<file path="config.mk">
export PLATFORM = sky130hd
export DESIGN_NAME = pal_sync_gen
export DESIGN_NICKNAME = d
export VERILOG_FILES = /design/src/rtl/pal_sync_pkg.sv /design/src/rtl/pal_unit_timer.sv /design/src/rtl/pal_frame_seq.sv /design/src/rtl/pal_line_index.sv /design/src/rtl/pal_timing_decode.sv /design/src/rtl/pal_sync_gen.sv
export SDC_FILE = /design/constraint.sdc
export NUM_CORES = 1
export LEC_CHECK = 0
export BUFFER_PORTS_ARGS = -buffer_cell sky130_fd_sc_hd__buf_2
export CAP_MARGIN = 20
export CORE_MARGIN = 2
export CORE_UTILIZATION = 33
export CTS_CLUSTER_SIZE = 12
export DETAILED_ROUTE_END_ITERATION = 16
export HOLD_SLACK_MARGIN = 0.05
export PLACE_DENSITY = 0.56
export SLEW_MARGIN = 30
export SYNTH_ARGS = -nofsm -noshare
export SYNTH_HDL_FRONTEND = slang
export SYNTH_HIERARCHICAL = 1
export SYNTH_SLANG_ARGS = --single-unit
</file>
<file path="constraint.sdc">
create_clock -name clk_i -period 2.6 [get_ports clk_i]
set_clock_uncertainty 0.05 [all_clocks]
set_input_delay 0.39 -clock clk_i [delete_from_list [all_inputs] [get_ports clk_i]]
set_output_delay 0.39 -clock clk_i [all_outputs]
set_load 0.01 [all_outputs]
</file>
<file path="src/rtl/pal_sync_pkg.sv">
package pal_sync_pkg;

    // Frame phases, in the order the schedule visits them.
    typedef enum logic [1:0] {
        PH_VLONG    = 2'd0,
        PH_EQ_LEAD  = 2'd1,
        PH_PICTURE  = 2'd2,
        PH_EQ_TRAIL = 2'd3
    } pal_phase_e;

    function automatic pal_phase_e phase_after(input pal_phase_e ph);
        case (ph)
            PH_VLONG:   return PH_EQ_LEAD;
            PH_EQ_LEAD: return PH_PICTURE;
            PH_PICTURE: return PH_EQ_TRAIL;
            default:    return PH_VLONG;
        endcase
    endfunction

endpackage

</file>
<file path="src/rtl/pal_unit_timer.sv">
// Counts clocks inside one unit (a half-line pulse or a full picture line).
module pal_unit_timer #(
    parameter int CYC_W = 11
) (
    input  logic             clk_i,
    input  logic             rst_i,
    input  logic [CYC_W-1:0] unit_len_i,
    output logic [CYC_W-1:0] cyc_o,
    output logic             unit_last_o
);
    typedef struct packed {
        logic [CYC_W-1:0] cyc;
    } tmr_t;

    tmr_t tmr_d, tmr_q;
    logic at_last;

    always_comb begin
        at_last = (tmr_q.cyc == unit_len_i - CYC_W'(1));
        tmr_d   = tmr_q;
        if (at_last) begin
            tmr_d.cyc = '0;
        end else begin
            tmr_d.cyc = tmr_q.cyc + CYC_W'(1);
        end
    end

    always_ff @(posedge clk_i) begin
        if (rst_i) begin
            tmr_q <= '0;
        end else begin
            tmr_q <= tmr_d;
        end
    end

    assign cyc_o       = tmr_q.cyc;
    assign unit_last_o = at_last;

endmodule

</file>
<file path="src/rtl/pal_frame_seq.sv">
// Walks the fixed phase schedule, counting units in each phase.
module pal_frame_seq
    import pal_sync_pkg::*;
#(
    parameter int N_VLONG    = 5,
    parameter int N_EQ_LEAD  = 5,
    parameter int N_LINES    = 304,
    parameter int N_EQ_TRAIL = 6,
    parameter int CNT_W      = 9
) (
    input  logic             clk_i,
    input  logic             rst_i,
    input  logic             unit_last_i,
    output pal_phase_e       phase_o,
    output logic [CNT_W-1:0] unit_idx_o
);
    typedef struct packed {
        pal_phase_e       phase;
        logic [CNT_W-1:0] cnt;
    } seq_t;

    localparam logic [CNT_W-1:0] LAST_VLONG = CNT_W'(N_VLONG - 1);
    localparam logic [CNT_W-1:0] LAST_LEAD  = CNT_W'(N_EQ_LEAD - 1);
    localparam logic [CNT_W-1:0] LAST_LINE  = CNT_W'(N_LINES - 1);
    localparam logic [CNT_W-1:0] LAST_TRAIL = CNT_W'(N_EQ_TRAIL - 1);

    seq_t seq_d, seq_q;
    logic [CNT_W-1:0] last_cnt;

    always_comb begin
        case (seq_q.phase)
            PH_VLONG:   last_cnt = LAST_VLONG;
            PH_EQ_LEAD: last_cnt = LAST_LEAD;
            PH_PICTURE: last_cnt = LAST_LINE;
            default:    last_cnt = LAST_TRAIL;
        endcase

        seq_d = seq_q;
        if (unit_last_i) begin
            if (seq_q.cnt == last_cnt) begin
                seq_d.phase = phase_after(seq_q.phase);
                seq_d.cnt   = '0;
            end else begin
                seq_d.cnt   = seq_q.cnt + CNT_W'(1);
            end
        end
    end

    always_ff @(posedge clk_i) begin
        if (rst_i) begin
            seq_q <= '{phase: PH_VLONG, cnt: '0};
        end else begin
            seq_q <= seq_d;
        end
    end

    assign phase_o    = seq_q.phase;
    assign unit_idx_o = seq_q.cnt;

endmodule

</file>
<file path="src/rtl/pal_line_index.sv">
// Picture-line index: steps once per picture line, holds in the vertical interval.
module pal_line_index
    import pal_sync_pkg::*;
#(
    parameter int N_EQ_LEAD = 5,
    parameter int N_LINES   = 304,
    parameter int CNT_W     = 9,
    parameter int IDX_W     = 9
) (
    input  logic             clk_i,
    input  logic             rst_i,
    input  pal_phase_e       phase_i,
    input  logic [CNT_W-1:0] unit_idx_i,
    input  logic             unit_last_i,
    output logic [IDX_W-1:0] line_idx_o
);
    typedef struct packed {
        logic [IDX_W-1:0] idx;
    } lidx_t;

    lidx_t li_d, li_q;
    logic  step_in_pic;
    logic  enter_pic;

    always_comb begin
        step_in_pic = unit_last_i && (phase_i == PH_PICTURE)
                      && (unit_idx_i != CNT_W'(N_LINES - 1));
        enter_pic   = unit_last_i && (phase_i == PH_EQ_LEAD)
                      && (unit_idx_i == CNT_W'(N_EQ_LEAD - 1));
        li_d = li_q;
        if (enter_pic) begin
            li_d.idx = '0;
        end else if (step_in_pic) begin
            li_d.idx = li_q.idx + IDX_W'(1);
        end
    end

    always_ff @(posedge clk_i) begin
        if (rst_i) begin
            li_q <= '0;
        end else begin
            li_q <= li_d;
        end
    end

    assign line_idx_o = li_q.idx;

endmodule

</file>
<file path="src/rtl/pal_timing_decode.sv">
// Turns phase, unit number and cycle position into the sync, window and strobes.
module pal_timing_decode
    import pal_sync_pkg::*;
#(
    parameter int CYC_W        = 11,
    parameter int CNT_W        = 9,
    parameter int LONG_LOW_CYC = 720,
    parameter int EQ_LOW_CYC   = 48,
    parameter int HSYNC_CYC    = 96,
    parameter int ACT_BEGIN    = 288,
    parameter int ACT_END      = 1536
) (
    input  logic             rst_i,
    input  pal_phase_e       phase_i,
    input  logic [CNT_W-1:0] unit_idx_i,
    input  logic [CYC_W-1:0] cyc_i,
    output logic             sync_n_o,
    output logic             active_o,
    output logic             line_start_o,
    output logic             frame_start_o
);
    logic [CYC_W-1:0] low_len;
    logic             unit_head;

    always_comb begin
        case (phase_i)
            PH_VLONG:   low_len = CYC_W'(LONG_LOW_CYC);
            PH_PICTURE: low_len = CYC_W'(HSYNC_CYC);
            default:    low_len = CYC_W'(EQ_LOW_CYC);
        endcase
        unit_head     = (cyc_i == '0);
        sync_n_o      = (cyc_i >= low_len);
        active_o      = (phase_i == PH_PICTURE)
                        && (cyc_i >= CYC_W'(ACT_BEGIN))
                        && (cyc_i <  CYC_W'(ACT_END));
        line_start_o  = !rst_i && unit_head && (phase_i == PH_PICTURE);
        frame_start_o = !rst_i && unit_head && (phase_i == PH_VLONG)
                        && (unit_idx_i == '0);
    end

endmodule

</file>
<file path="src/rtl/pal_sync_gen.sv">
module pal_sync_gen
    import pal_sync_pkg::*;
#(
    parameter int CLK_PER_US  = 24,
    parameter int HALF_US     = 32,
    parameter int LONG_LOW_US = 30,
    parameter int EQ_LOW_US   = 2,
    parameter int HSYNC_US    = 4,
    parameter int PORCH_US    = 8,
    parameter int ACTIVE_US   = 52,
    parameter int N_VLONG     = 5,
    parameter int N_EQ_LEAD   = 5,
    parameter int N_LINES     = 304,
    parameter int N_EQ_TRAIL  = 6,
    parameter int IDX_W       = $clog2(N_LINES)
) (
    input  logic             clk_i,
    input  logic             rst_i,
    output logic             sync_n_o,
    output logic             active_o,
    output logic             line_start_o,
    output logic             frame_start_o,
    output logic [IDX_W-1:0] line_idx_o
);
    localparam int HALF_CYC  = HALF_US * CLK_PER_US;
    localparam int LINE_CYC  = 2 * HALF_CYC;
    localparam int ACT_BEGIN = (HSYNC_US + PORCH_US) * CLK_PER_US;
    localparam int ACT_END   = ACT_BEGIN + ACTIVE_US * CLK_PER_US;
    localparam int CYC_W     = $clog2(LINE_CYC + 1);
    localparam int N_MAX_A   = (N_VLONG > N_EQ_LEAD) ? N_VLONG : N_EQ_LEAD;
    localparam int N_MAX_B   = (N_LINES > N_EQ_TRAIL) ? N_LINES : N_EQ_TRAIL;
    localparam int N_MAX     = (N_MAX_A > N_MAX_B) ? N_MAX_A : N_MAX_B;
    localparam int CNT_W     = $clog2(N_MAX + 1);

    pal_phase_e       phase;
    logic [CNT_W-1:0] unit_idx;
    logic [CYC_W-1:0] unit_len;
    logic [CYC_W-1:0] cyc;
    logic             unit_last;

    always_comb begin
        unit_len = (phase == PH_PICTURE) ? CYC_W'(LINE_CYC) : CYC_W'(HALF_CYC);
    end

    pal_unit_timer #(.CYC_W(CYC_W)) u_timer (
        .clk_i       (clk_i),
        .rst_i       (rst_i),
        .unit_len_i  (unit_len),
        .cyc_o       (cyc),
        .unit_last_o (unit_last)
    );

    pal_frame_seq #(
        .N_VLONG    (N_VLONG),
        .N_EQ_LEAD  (N_EQ_LEAD),
        .N_LINES    (N_LINES),
        .N_EQ_TRAIL (N_EQ_TRAIL),
        .CNT_W      (CNT_W)
    ) u_seq (
        .clk_i       (clk_i),
        .rst_i       (rst_i),
        .unit_last_i (unit_last),
        .phase_o     (phase),
        .unit_idx_o  (unit_idx)
    );

    pal_line_index #(
        .N_EQ_LEAD (N_EQ_LEAD),
        .N_LINES   (N_LINES),
        .CNT_W     (CNT_W),
        .IDX_W     (IDX_W)
    ) u_lidx (
        .clk_i       (clk_i),
        .rst_i       (rst_i),
        .phase_i     (phase),
        .unit_idx_i  (unit_idx),
        .unit_last_i (unit_last),
        .line_idx_o  (line_idx_o)
    );

    pal_timing_decode #(
        .CYC_W        (CYC_W),
        .CNT_W        (CNT_W),
        .LONG_LOW_CYC (LONG_LOW_US * CLK_PER_US),
        .EQ_LOW_CYC   (EQ_LOW_US * CLK_PER_US),
        .HSYNC_CYC    (HSYNC_US * CLK_PER_US),
        .ACT_BEGIN    (ACT_BEGIN),
        .ACT_END      (ACT_END)
    ) u_dec (
        .rst_i         (rst_i),
        .phase_i       (phase),
        .unit_idx_i    (unit_idx),
        .cyc_i         (cyc),
        .sync_n_o      (sync_n_o),
        .active_o      (active_o),
        .line_start_o  (line_start_o),
        .frame_start_o (frame_start_o)
    );

endmodule

</file>
Yosys cells after proc, flatten, opt, wreduce, memory -nomap -nowiden
Cells that the tools add are included.

operators by class
  add/sub/neg operators = 4
  order comparisons = 3
  equality and inequality tests = 6
  multiplexer cells = 5
  reductions and logical operators = 18

operators with widths
  kind                                                                count
  case mux 10 bit (2 select lines)                                    1
  adder 9 x 1 -> 9 bit, second input constant                         2
  case mux 9 bit (2 select lines)                                     1
  adder 11 x 1 -> 11 bit, second input constant                       1
  equality test 11 bit                                                1
  greater-or-equal comparator 11 x 10 -> 1 bit                        1
  greater-or-equal comparator 11 x 9 -> 1 bit, second input constant  1
  logical NOT 11 bit                                                  1
  less-than comparator 11 bit, second input constant                  1
  two-way mux 11 bit                                                  1
  subtractor 11 x 1 -> 11 bit, second input constant                  1
  logical AND 1 bit                                                   10
  equality test 9 x 3 -> 1 bit, second input constant                 1
  equality test 9 bit                                                 1
  logical NOT 9 bit                                                   1
  two-way mux 9 bit                                                   1
  inequality test 9 bit, second input constant                        1
  case mux 2 bit (3 select lines)                                     1
  OR reduction 2 bit                                                  3
  equality test 2 x 1 -> 1 bit, second input constant                 1
  equality test 2 bit, second input constant                          1
  logical NOT 2 bit                                                   1
  AND reduction 2 bit                                                 1
  logical NOT 1 bit                                                   1

word-level totals
  register bits after elaboration = 31
  bits of input ports = 2
  word-level logic and storage cells = 40

Logic depth before layout (Yosys ltp)
Gate-level depths: netlist (run 1).

  depth in word-level cells = 7
  depth in mapped cells = 13
  mapped depth without buffers = 11

Cells and area by module
Netlist (run 1), hierarchy kept.

modules (own cells, without submodules)
  module             times used  cells an instance  area each (um^2)
  pal_unit_timer     1           117                940.9
  pal_frame_seq      1           63                 563.0
  pal_line_index     1           58                 520.5
  pal_timing_decode  1           30                 201.4
  pal_sync_gen       1           4                  20.0

Least setup slack after synthesis (run 1)
OpenSTA, ideal clock, no wires.

  path type = register -> register
  start point = register u_seq.seq_q, in the netlist u_seq/phase_o[1]
  end point = register u_seq.seq_q, in the netlist u_seq/phase_o[0]
  setup time = 0.070 ns
  arrival = 2.692 ns
  data required time = 2.480 ns
  setup slack = -0.212 ns
  stages on the path, launching flop included = 11
  path buffers = 2
  cell sequence = dfxtp_1 -> nor2b_1 -> xor2_1 -> xnor2_1 -> nor4_1 -> buf_2 -> and3_1 -> clkbuf_1 -> o2111ai_1 -> or4_1 -> a21oi_1

between the ends
  word-level cells in the longest chain between the ends = 5
  elaborated cells between the ends (all ways) = 11
  those cells by class = add/sub (1); eq/ne (4); mux (3); reduce/logical (3)

ends and longest elaborated chain
  item                           line                  RTL
  start: declaration             pal_frame_seq.sv:27   seq_t seq_d, seq_q;
  start signal: assignment       pal_frame_seq.sv:51   seq_q <= '{phase: PH_VLONG, cnt: '0};
  start signal: assignment       pal_frame_seq.sv:53   seq_q <= seq_d;
  equality test 2 bit            pal_sync_gen.sv:42    unit_len = (phase == PH_PICTURE) ? CYC_W'(LINE_CYC) : CYC_W'(HALF_CYC);
  two-way mux 11 bit             pal_sync_gen.sv:42
  via unit_len[10]               pal_sync_gen.sv:37    logic [CYC_W-1:0] unit_len;
  subtractor 11 x 1 -> 11 bit    pal_unit_timer.sv:19  at_last = (tmr_q.cyc == unit_len_i - CYC_W'(1));
  equality test 11 bit           pal_unit_timer.sv:19
  via unit_last                  pal_sync_gen.sv:39    logic unit_last;
  AND reduction 2 bit (no line)  n/a

The timed path passes the listed nets, and every way through them passes these cells.
A chain may end at the register's enable or synchronous reset.

Worst setup path in the final report (run 1)
  start point = register u_seq.seq_q, in the netlist u_seq/phase_o[0]
  end point = output sync_n_o

between the ends
  word-level cells in the longest chain between the ends = 3
  elaborated cells between the ends (all ways) = 4
  those cells by class = order compare (1); eq/ne (1); mux (1); reduce/logical (1)

ends and longest elaborated chain
  item                                                             line                     RTL
  equality test 2 bit / logical NOT 2 bit (equally long branches)  pal_timing_decode.sv:26  case (phase_i)
  case mux 10 bit (2 select lines) *                               pal_timing_decode.sv:26
  greater-or-equal comparator 11 x 10 -> 1 bit *                   pal_timing_decode.sv:32  sync_n_o = (cyc_i >= low_len);
  end: declaration                                                 pal_sync_gen.sv:19       output logic sync_n_o,

Mark *: on every way between the ends. The rest lies on a longest branch, timed or not.

==> results of run 1 <==
==> registers in the layout (all words and copies together) (netlist names) <==
register / count
u_timer/cyc_o: 11
u_seq/phase_o: 2
u_seq/unit_idx_o: 9
u_lidx/line_idx_o: 9
==> per-stage QoR <==
step | TNS, ns | std cells | hold WS, ns | area (µm²)
2_1_floorplan | 0 | 308 | 0.409 | 2390
3_3_place_gp | 0 | 405 | 0.414 | 2590
3_5_place_dp | 0 | 405 | 0.423 | 2590
4_1_cts | -0.0260 | 417 | 0.433 | 2760
5_1_grt | -0.0319 | 420 | 0.460 | 2840
6_report | 0 | 420 | 0.428 | 2840
==> worst max-delay path: stages, from the launching register on <==
cell and delay [ns]:
dfxtp_2 0.32, buf_6 0.11, or2_4 0.26, inv_4 0.06, ha_4 0.19, nor2b_1 0.12
o21ai_1 0.12, a21oi_1 0.08, or4_4 0.42, buf_6 0.14
==> per-layer routing <==
metal / track usage (%) / vias up / part of all wire (%)
li1: - / 1104 / -
met1: 19.4 / 998 / 49
met2: 23.5 / 32 / 47
met3: 2.00 / 6 / 2.5
met4: 5.11 / 0 / 1.2
met5: 0 / - / 0
==> Yosys cell counts, drive strengths merged <==
cell type  instances
a311oi             2
and4               3
or4                9
nand2             15
and3               5
mux2i              2
a41oi              2
a221oi             1
buf                8
a31oi             10
nor3              12
a21oi             11
or2                2
clkbuf             4
o21bai             1
or3b               1
o311ai             1
nand3              8
xor2              19
nor4b              3
o2111ai            1
nand4              8
a21o               2
o31ai              9
or4b               1
or3                3
nand4b             2
xnor2             10
o21a               2
nor4               7
and2               1
nand3b             3
nor2b              3
nand2b            11
nor2              23
o21ai              7
inv               10
ha                13
conb               2
a31o               1
a211o              2
a211oi             1
dfxtp             31
==> cell type report <==
cell class              instances  area [µm²]
inverters                      10        40.0
well taps                      80         100
multi-input cells             255        1710
fillers                       694        3840
clock buffers                   6        82.6
clock inverters                 2        35.0
repair buffers                 36         246
flip-flops and latches         31         624
==> kinds of logic after synthesis <==
group                      after synthesis  share of synthesized area, %
and+or+nand+nor                        120                          31.4
AOI/OAI and AO/OA                       53                          15.7
xor gates and xnor gates                29                          11.3
buffers and inverters                   22                          5.51
adders and majority gates               13                          7.24
other                                    2                         0.334
DFF                                     31                          27.6
muxes                                    2                         0.891
==> power by group through the flow <==
| stage | Clock (W) | Combinational, W | Sequential [W] |
|---|---|---|---|
| 2_1_floorplan | 0 | 0.0000646 | 0.000493 |
| 3_3_place_gp | 0 | 0.0000765 | 0.000494 |
| 3_5_place_dp | 0 | 0.0000764 | 0.000494 |
| 4_1_cts | 0.000512 | 0.0000768 | 0.000483 |
| 5_1_grt | 0.000538 | 0.0000922 | 0.000483 |
| 6_report | 0.000496 | 0.0000796 | 0.000483 |
==> repair_timing <==
| item | CTS | global route |
|---|---|---|
| pin swaps | 4 | 10 |
| cloned | 0 | 1 |
| endpoints found under the setup margin | 1 | 21 |
| setup buffers | 4 | 2 |
| gates resized for setup | 7 | 12 |
==> worst paths after layout <==
check | startpoint | endpoint | slack [ns] | cells past startpoint
worst max-delay path | u_seq/phase_o[0] | sync_n_o | 0.07 | 9
worst min-delay path | u_lidx/line_idx_o[8] | u_lidx/line_idx_o[8] | 0.43 | 2
worst max register to register | u_seq/phase_o[0] | u_lidx/line_idx_o[3] | 0.09 | 10
worst min register to register | u_lidx/line_idx_o[8] | u_lidx/line_idx_o[8] | 0.43 | 2
==> impl_metrics.toml, run 1 <==
[global_route]
antenna_found_initial = 0
grt_pass1_wl_um = 8690
grt_max_degree = 18
grt_pass1_vias = 1896
grt_usage_pct = 14.4
gr-total-overflow = 0

[cells_and_area]
area_delta_synth_final_pct = 26.4
utilization_pct = 42.5
final_common_cell = "conb_1"
fin_nets = 354
drive_above_1_share_pct = 19.4
n_antenna_cell = 0
most-common-layout-cells = "38 x conb_1, 28 x dfxtp_1, 22 x nor2_1"

[worst_setup_path]
end_kind = "primary output"
path_class = "flop to primary output"
crit_path_max_fanout = 3
cp-start-kind = "flop"
crit_arrival_ns = 2.09
worstPathRequired_ns = 2.16

[timing]
slew_viol_final = 0
period_needed_ns = 2.53
maxSlewHeadroom_pct = 60.6
post-route-period-util_pct = 97.2
tightest_slew_ns = 0.586
setup_viol = 0
max_freq_mhz = 396
hold_viol = 0
setup_slack_ns = 0.0717

[detailed_routing]
drt_iter0_drc = 93
drc = 0
ant_nets = 0
routed_wl_um = 5170
wl_per_cell_um = 12.3
post_drt_via_cell_ratio = 5.10
first_pass_iters = 4
vias = 2140

[synth]
synthDistinctLibCells = 51
synth_seq_cells = 31
synth_top_cell_by_area = "dfxtp_1"
synth_area_um2 = 2250
synthCells = 272
yosys-top-cells-area = "dfxtp_1 28%, xor2_1 7.4%, ha_1 7.2%"
avgSynthCellArea_um2 = 8.26
yosysSeqAreaShare_pct = 27.6
synth-warning-count = 6
synth_top_area_share_pct = 27.6

[power_and_ir_drop]
power.switching_w = 0.000239
leakage_nw = 1.16
switching_share_pct = 22.6
irDropWorstVdd_mv = 0.183
power_density_nw_per_um2 = 373
pwr-share-seq_pct = 45.6
finalPower_w = 0.00106
power.internal_w = 0.000819
pwr-share-clk_pct = 46.8
comb_power_share_pct = 7.5

[clock_network]
clock_latency_ns = 0.28
holdBufCountCts = 0
h-tree-depth = 2
clock-sinks = 31
cts_inserted_buffers = 5
cts_root_buf = "clkbuf_8"
cts_tree = "yes"
cts.path.max_buffers = 2
clkSlewWorstSetupHoldPaths_ns = 0.07

[die]
die-area_um2 = 7480
initial_utilization_pct = 33.6
row_count = 30
top_level_ports = 15
die_w_um = 86.5
die_h_um = 86.5
core_area_um2 = 6680

[min_path]
hold_class = "flop to flop"

[placement]
dpl_worst_slack_ns = 0.0884
io_buffers = 14
place_hpwl_um = 3720
gp_congestion = 0.809

[run]
maxCapViolations = 0

[run_status]
status = "finished clean"
(Power assumes the default switching activity.)
==> inputs of run 2 (changes only) <==
--- a/config.mk
+++ b/config.mk
@@ -7,12 +7,15 @@
 export LEC_CHECK = 0
 export BUFFER_PORTS_ARGS = -buffer_cell sky130_fd_sc_hd__buf_2
 export CAP_MARGIN = 20
-export CORE_MARGIN = 2
+export CELL_PAD_IN_SITES_DETAIL_PLACEMENT = 2
+export CELL_PAD_IN_SITES_GLOBAL_PLACEMENT = 2
+export CORE_ASPECT_RATIO = 0.9
+export CORE_MARGIN = 5
 export CORE_UTILIZATION = 33
 export CTS_CLUSTER_SIZE = 12
 export DETAILED_ROUTE_END_ITERATION = 16
 export HOLD_SLACK_MARGIN = 0.05
-export PLACE_DENSITY = 0.56
+export PLACE_DENSITY = 0.81
 export SLEW_MARGIN = 30
 export SYNTH_ARGS = -nofsm -noshare
 export SYNTH_HDL_FRONTEND = slang
==> run 2 against run 1 <==
Effect of this change: global-route usage grew 2.3 points; largest cell class unchanged; setup slack lost 0.0076 ns; critical endpoint unchanged; count of clock-buffer cells in the layout grew 1; via count grew 5.4%; power shrank 10%.
==> impl_metrics.toml, run 2 (same netlist as run 1, synthesis figures left out) <==
[detailed_routing]
routed_wl_um = 7480
drc = 0
first_pass_iters = 4
post_drt_via_cell_ratio = 5.31
wl_per_cell_um = 17.6
drt_iter0_drc = 44
ant_nets = 0
vias = 2256

[clock_network]
cts_root_buf = "clkbuf_8"
cts_inserted_buffers = 5
clock-sinks = 31
cts_tree = "yes"
h-tree-depth = 2
clock_latency_ns = 0.29
cts.path.max_buffers = 2
clkSlewWorstSetupHoldPaths_ns = 0.07

[timing]
max_freq_mhz = 394
maxSlewHeadroom_pct = 52.6
period_needed_ns = 2.54
setup_viol = 0
post-route-period-util_pct = 97.5
slew_viol_final = 0
hold_viol = 0
tightest_slew_ns = 0.704

[cells_and_area]
n_antenna_cell = 0
largest_reg_flops = 11
final_common_cell = "conb_1"
area_delta_synth_final_pct = 22.3
drive_above_1_share_pct = 16.7
utilization_pct = 41.7
fin_nets = 349
most-common-layout-cells = "38 x conb_1, 27 x dfxtp_1, 22 x nor2_1"

[global_route]
grt_usage_pct = 16.7
grt_max_degree = 18
antenna_found_initial = 0
gr-total-overflow = 0
grt_pass1_wl_um = 11600
grt_pass1_vias = 2379

[run]
maxCapViolations = 0

[die]
die_h_um = 88.3
core_area_um2 = 6590
die-area_um2 = 8560
initial_utilization_pct = 34.1
row_count = 28
top_level_ports = 15
die_w_um = 97.0

[worst_setup_path]
rrSetupSlack_ns = 0.14
crit_path_max_fanout = 6
r2r-start = "u_seq/phase_o[0]"
crit_chain = "or2_4 -> inv_2 -> ha_4 -> nor2b_1 -> o21ai_1 -> a21oi_1 -> or4_1 -> buf_2"
crit_arrival_ns = 2.10
critPathBufInv = 2
worstPathRequired_ns = 2.16
cp-start-kind = "flop"
ff2ff_path_depth = 9
r2r-end = "u_lidx/line_idx_o[3]"
end_kind = "primary output"
critical_path.max_stage_delay_ns = 0.39
worst_path_max_delay_cell = "or4_1"
path_class = "flop to primary output"
cp_top_family = "simple AND/OR/NAND/NOR gates"

[placement]
gp_congestion = 0.839
io_buffers = 14
place_hpwl_um = 5170

[run_status]
status = "finished clean"

[min_path]
hold_depth = 2
hold_class = "flop to flop"
whs_endpoint = "u_lidx/line_idx_o[8]"
hp-start = "u_lidx/line_idx_o[8]"

[power_and_ir_drop]
power_density_nw_per_um2 = 346
finalPower_w = 0.000950
irDropWorstVdd_mv = 0.246
leakage_nw = 1.13
==> run 2: cell count changes in the layout (fill, tap and decap cells not counted), moves of 2 or more <==
cell / previous run / this run
buf_4: 19 / 17
or4_4: 3 / 1
buf_6: 3 / 0
clkbuf_1: 0 / 2
dfxtp_4: 0 / 2
or4_1: 6 / 8
==> run 2: layout make-up <==
type                       instances  area (µm²)
tap                               90         113
sequential                        31         631
inverter                          10        37.5
clock buffer                       7        76.3
clock inverter                     1        5.00
timing repair buffer              31         198
multi-input combinational        255        1690
fill                             799        3840
==> run 2: what timing repair did <==
item | CTS | global route
hold buffers | 0 | 0
setup endpoints to repair | 1 | 15
buffers inserted | 0 | 2
endpoints found under the hold margin | 0 | 0
gates resized for setup | 2 | 12
pin swaps | 0 | 4
==> run 2: power by group <==
group          switching, W  leakage [nW]  total (W)  internal, W
registers        0.00000540         0.253   0.000482     0.000477
logic             0.0000599         0.830  0.0000911    0.0000312
clock network      0.000189        0.0422   0.000377     0.000188
total              0.000254          1.13   0.000950     0.000696
==> run 2: tightest hold or removal path: cells and delay by family, from the launching register on <==
family,cells,cell delay (ns)
compound gates,2,0.11
flops,1,0.32
==> run 2: metal layers <==
| metal | vias to the layer above | track usage (%) | part of all wire (%) |
|---|---|---|---|
| met1 | 1147 | 20.6 | 46 |
| met3 | 4 | 2.92 | 1.7 |
| li1 | 1086 | - | - |
| met4 | 0 | 4.85 | 0.76 |
| met5 | - | 0 | 0 |
| met2 | 19 | 30.2 | 52 |
==> run 2: stage by stage <==
step | cell area, µm² | TNS (ns) | worst slack [ns] | instances | hold slack (ns)
2_1_floorplan | 2390 | 0 | 0.0350 | 308 | 0.409
3_3_place_gp | 2600 | 0 | 0.215 | 415 | 0.411
3_5_place_dp | 2600 | 0 | 0.0820 | 415 | 0.425
4_1_cts | 2680 | 0 | 0.0304 | 423 | 0.435
5_1_grt | 2750 | -0.0194 | -0.0110 | 425 | 0.450
6_report | 2750 | 0 | 0.0641 | 425 | 0.435
==> run 2: how the worst max path moves through the flow <==
stage	start	endpoint	slack, ns	depth (start not counted)
3_3_place_gp	u_seq/phase_o[0]	u_lidx/line_idx_o[4]	0.21	9
3_5_place_dp	u_seq/phase_o[0]	u_lidx/line_idx_o[5]	0.08	9
4_1_cts	u_seq/phase_o[0]	u_lidx/line_idx_o[5]	0.03	9
2_1_floorplan	u_seq/phase_o[0]	u_seq/phase_o[0]	0.04	10
5_1_grt	u_seq/phase_o[0]	u_lidx/line_idx_o[5]	-0.01	9
6_report	u_seq/phase_o[0]	sync_n_o	0.06	8
==> inputs of run 3 (changes only) <==
--- a/config.mk
+++ b/config.mk
@@ -9,7 +9,7 @@
 export CAP_MARGIN = 20
 export CELL_PAD_IN_SITES_DETAIL_PLACEMENT = 2
 export CELL_PAD_IN_SITES_GLOBAL_PLACEMENT = 2
-export CORE_ASPECT_RATIO = 0.9
+export CORE_ASPECT_RATIO = 2
 export CORE_MARGIN = 5
 export CORE_UTILIZATION = 33
 export CTS_CLUSTER_SIZE = 12
==> run 3 against run 2 <==
Effect of this change: maximum frequency grew 0.18%; combinational power is 4.7% higher; setup slack gained 0.0047 ns; hold slack gained 0.0019 ns; global-route usage rose by 1.8 points; largest power group is now the clock network.
==> impl_metrics.toml, run 3 (same netlist as run 1, synthesis figures left out) <==
[run_status]
status = "finished clean"

[global_route]
antenna_found_initial = 0
grt_pass1_vias = 2609
gr-total-overflow = 0
grt_pass1_wl_um = 12100
grt_max_degree = 18
grt_usage_pct = 18.5

[cells_and_area]
fill_cells = 810
design_area_um2 = 2820
largest_reg_flops = 11
drive_above_1_share_pct = 17.3
utilization_pct = 42.6
n_antenna_cell = 0
fin_nets = 349
seq_area_um2 = 624
area_delta_synth_final_pct = 25.5
final_common_cell = "conb_1"
most-common-layout-cells = "38 x conb_1, 28 x dfxtp_1, 22 x nor2_1"
multiInputGateArea_um2 = 1690

[detailed_routing]
drt_iter0_drc = 36
routed_wl_um = 7470
first_pass_iters = 4
dr.max_layer_used = "met4"
drc = 0
wl_per_cell_um = 17.7
post_drt_via_cell_ratio = 5.39
routed-wl-met2_um = 4600
wl_met1_um = 2470
ant_nets = 0
dr_wl_met3_um = 132
vias = 2281

[die]
row_count = 42
initial_utilization_pct = 33.9
die-area_um2 = 8660
top_level_ports = 15
core_area_um2 = 6620
die_h_um = 127
die_w_um = 68.3

[power_and_ir_drop]
pwr-share-seq_pct = 40.4
irDropWorstVdd_mv = 0.371
comb_power_share_pct = 8.0
leakage_nw = 1.16
pwr-share-clk_pct = 51.7
power_density_nw_per_um2 = 425
power.internal_w = 0.000922
switching_share_pct = 23.0
power.switching_w = 0.000275

[min_path]
hold_class = "flop to flop"
hold_depth = 2

[placement]
place_hpwl_um = 5710
gp_congestion = 0.756
io_buffers = 14
place_area_um2 = 2600

[timing]
period_needed_ns = 2.53
hold_viol = 0
hold_ws_ns = 0.437
max_freq_mhz = 395
tns_ns = 0
rsz0062_at_grt = "yes"
setup_viol = 0
slew_viol_final = 0
post-route-period-util_pct = 97.4

[worst_setup_path]
crit_arrival_ns = 2.69
ff2ff_path_depth = 9
end_kind = "flop"
path_class = "flop to flop"
crit_path_max_fanout = 16
cp-start-kind = "flop"
worstPathRequired_ns = 2.76

[run]
maxCapViolations = 0

[clock_network]
cts_root_buf = "clkbuf_16"
cts.path.max_buffers = 2
clock-sinks = 31
clkSlewWorstSetupHoldPaths_ns = 0.05
cts_tree = "yes"
clock_latency_ns = 0.28
cts_inserted_buffers = 5
h-tree-depth = 2
holdBufCountCts = 0
[run 3: cell type report]
cell class	instances	share of cell area, %
Multi-Input combinational cell	255	60.1
Timing Repair Buffer	31	7.01
Tap cell	88	3.91
Sequential cell	31	22.1
Inverter	10	1.33
Clock buffer	8	5.55
[run 3: through the flow]
| stage | total power [W] | std cells | worst slack [ns] |
|---|---|---|---|
| 2_1_floorplan | 0.000557 | 308 | 0.0350 |
| 3_3_place_gp | 0.000578 | 414 | 0.135 |
| 3_5_place_dp | 0.000581 | 414 | -0.00142 |
| 4_1_cts | 0.00120 | 422 | 0.00612 |
| 5_1_grt | 0.00125 | 423 | -0.0163 |
| 6_report | 0.00120 | 423 | 0.0687 |
[run 3: routing by layer]
layer | up-vias | global-route usage (%)
met5 | - | 0
met1 | 1146 | 15.9
met4 | 0 | 9.73
met3 | 20 | 2.83
li1 | 1086 | -
met2 | 29 | 37.3
[run 3: critical path: stages, from the launching register on]
cell      delay, ns
dfxtp_2        0.34
nand2b_2       0.24
xor2_2         0.22
nand4_1        0.16
o311ai_1       0.17
and3_4         0.29
nand3b_1       0.09
buf_4          0.19
or4_1          0.53
a21oi_1        0.17
[run 3: what timing repair did]
item	CTS	global route
setup endpoints to repair	10	11
resized for setup	5	8
pin swaps	0	1
buffers inserted	0	1
[run 3: worst paths after layout]
path	from	to	slack, ns
hold reg to reg	u_lidx/line_idx_o[8]	u_lidx/line_idx_o[8]	0.44
setup reg to reg	u_seq/phase_o[0]	u_lidx/line_idx_o[6]	0.07
hold / removal	u_lidx/line_idx_o[8]	u_lidx/line_idx_o[8]	0.44
setup / recovery	u_seq/phase_o[0]	u_lidx/line_idx_o[6]	0.07
[run 3: power by group through the flow]
stage,clock (W),sequential (W),combinational [W]
finish,0.000618,0.000483,0.0000954
global route,0.000661,0.000483,0.000107
CTS,0.000633,0.000483,0.0000885
detailed placement,0,0.000493,0.0000876
global placement,0,0.000493,0.0000856
floorplan,0,0.000493,0.0000646
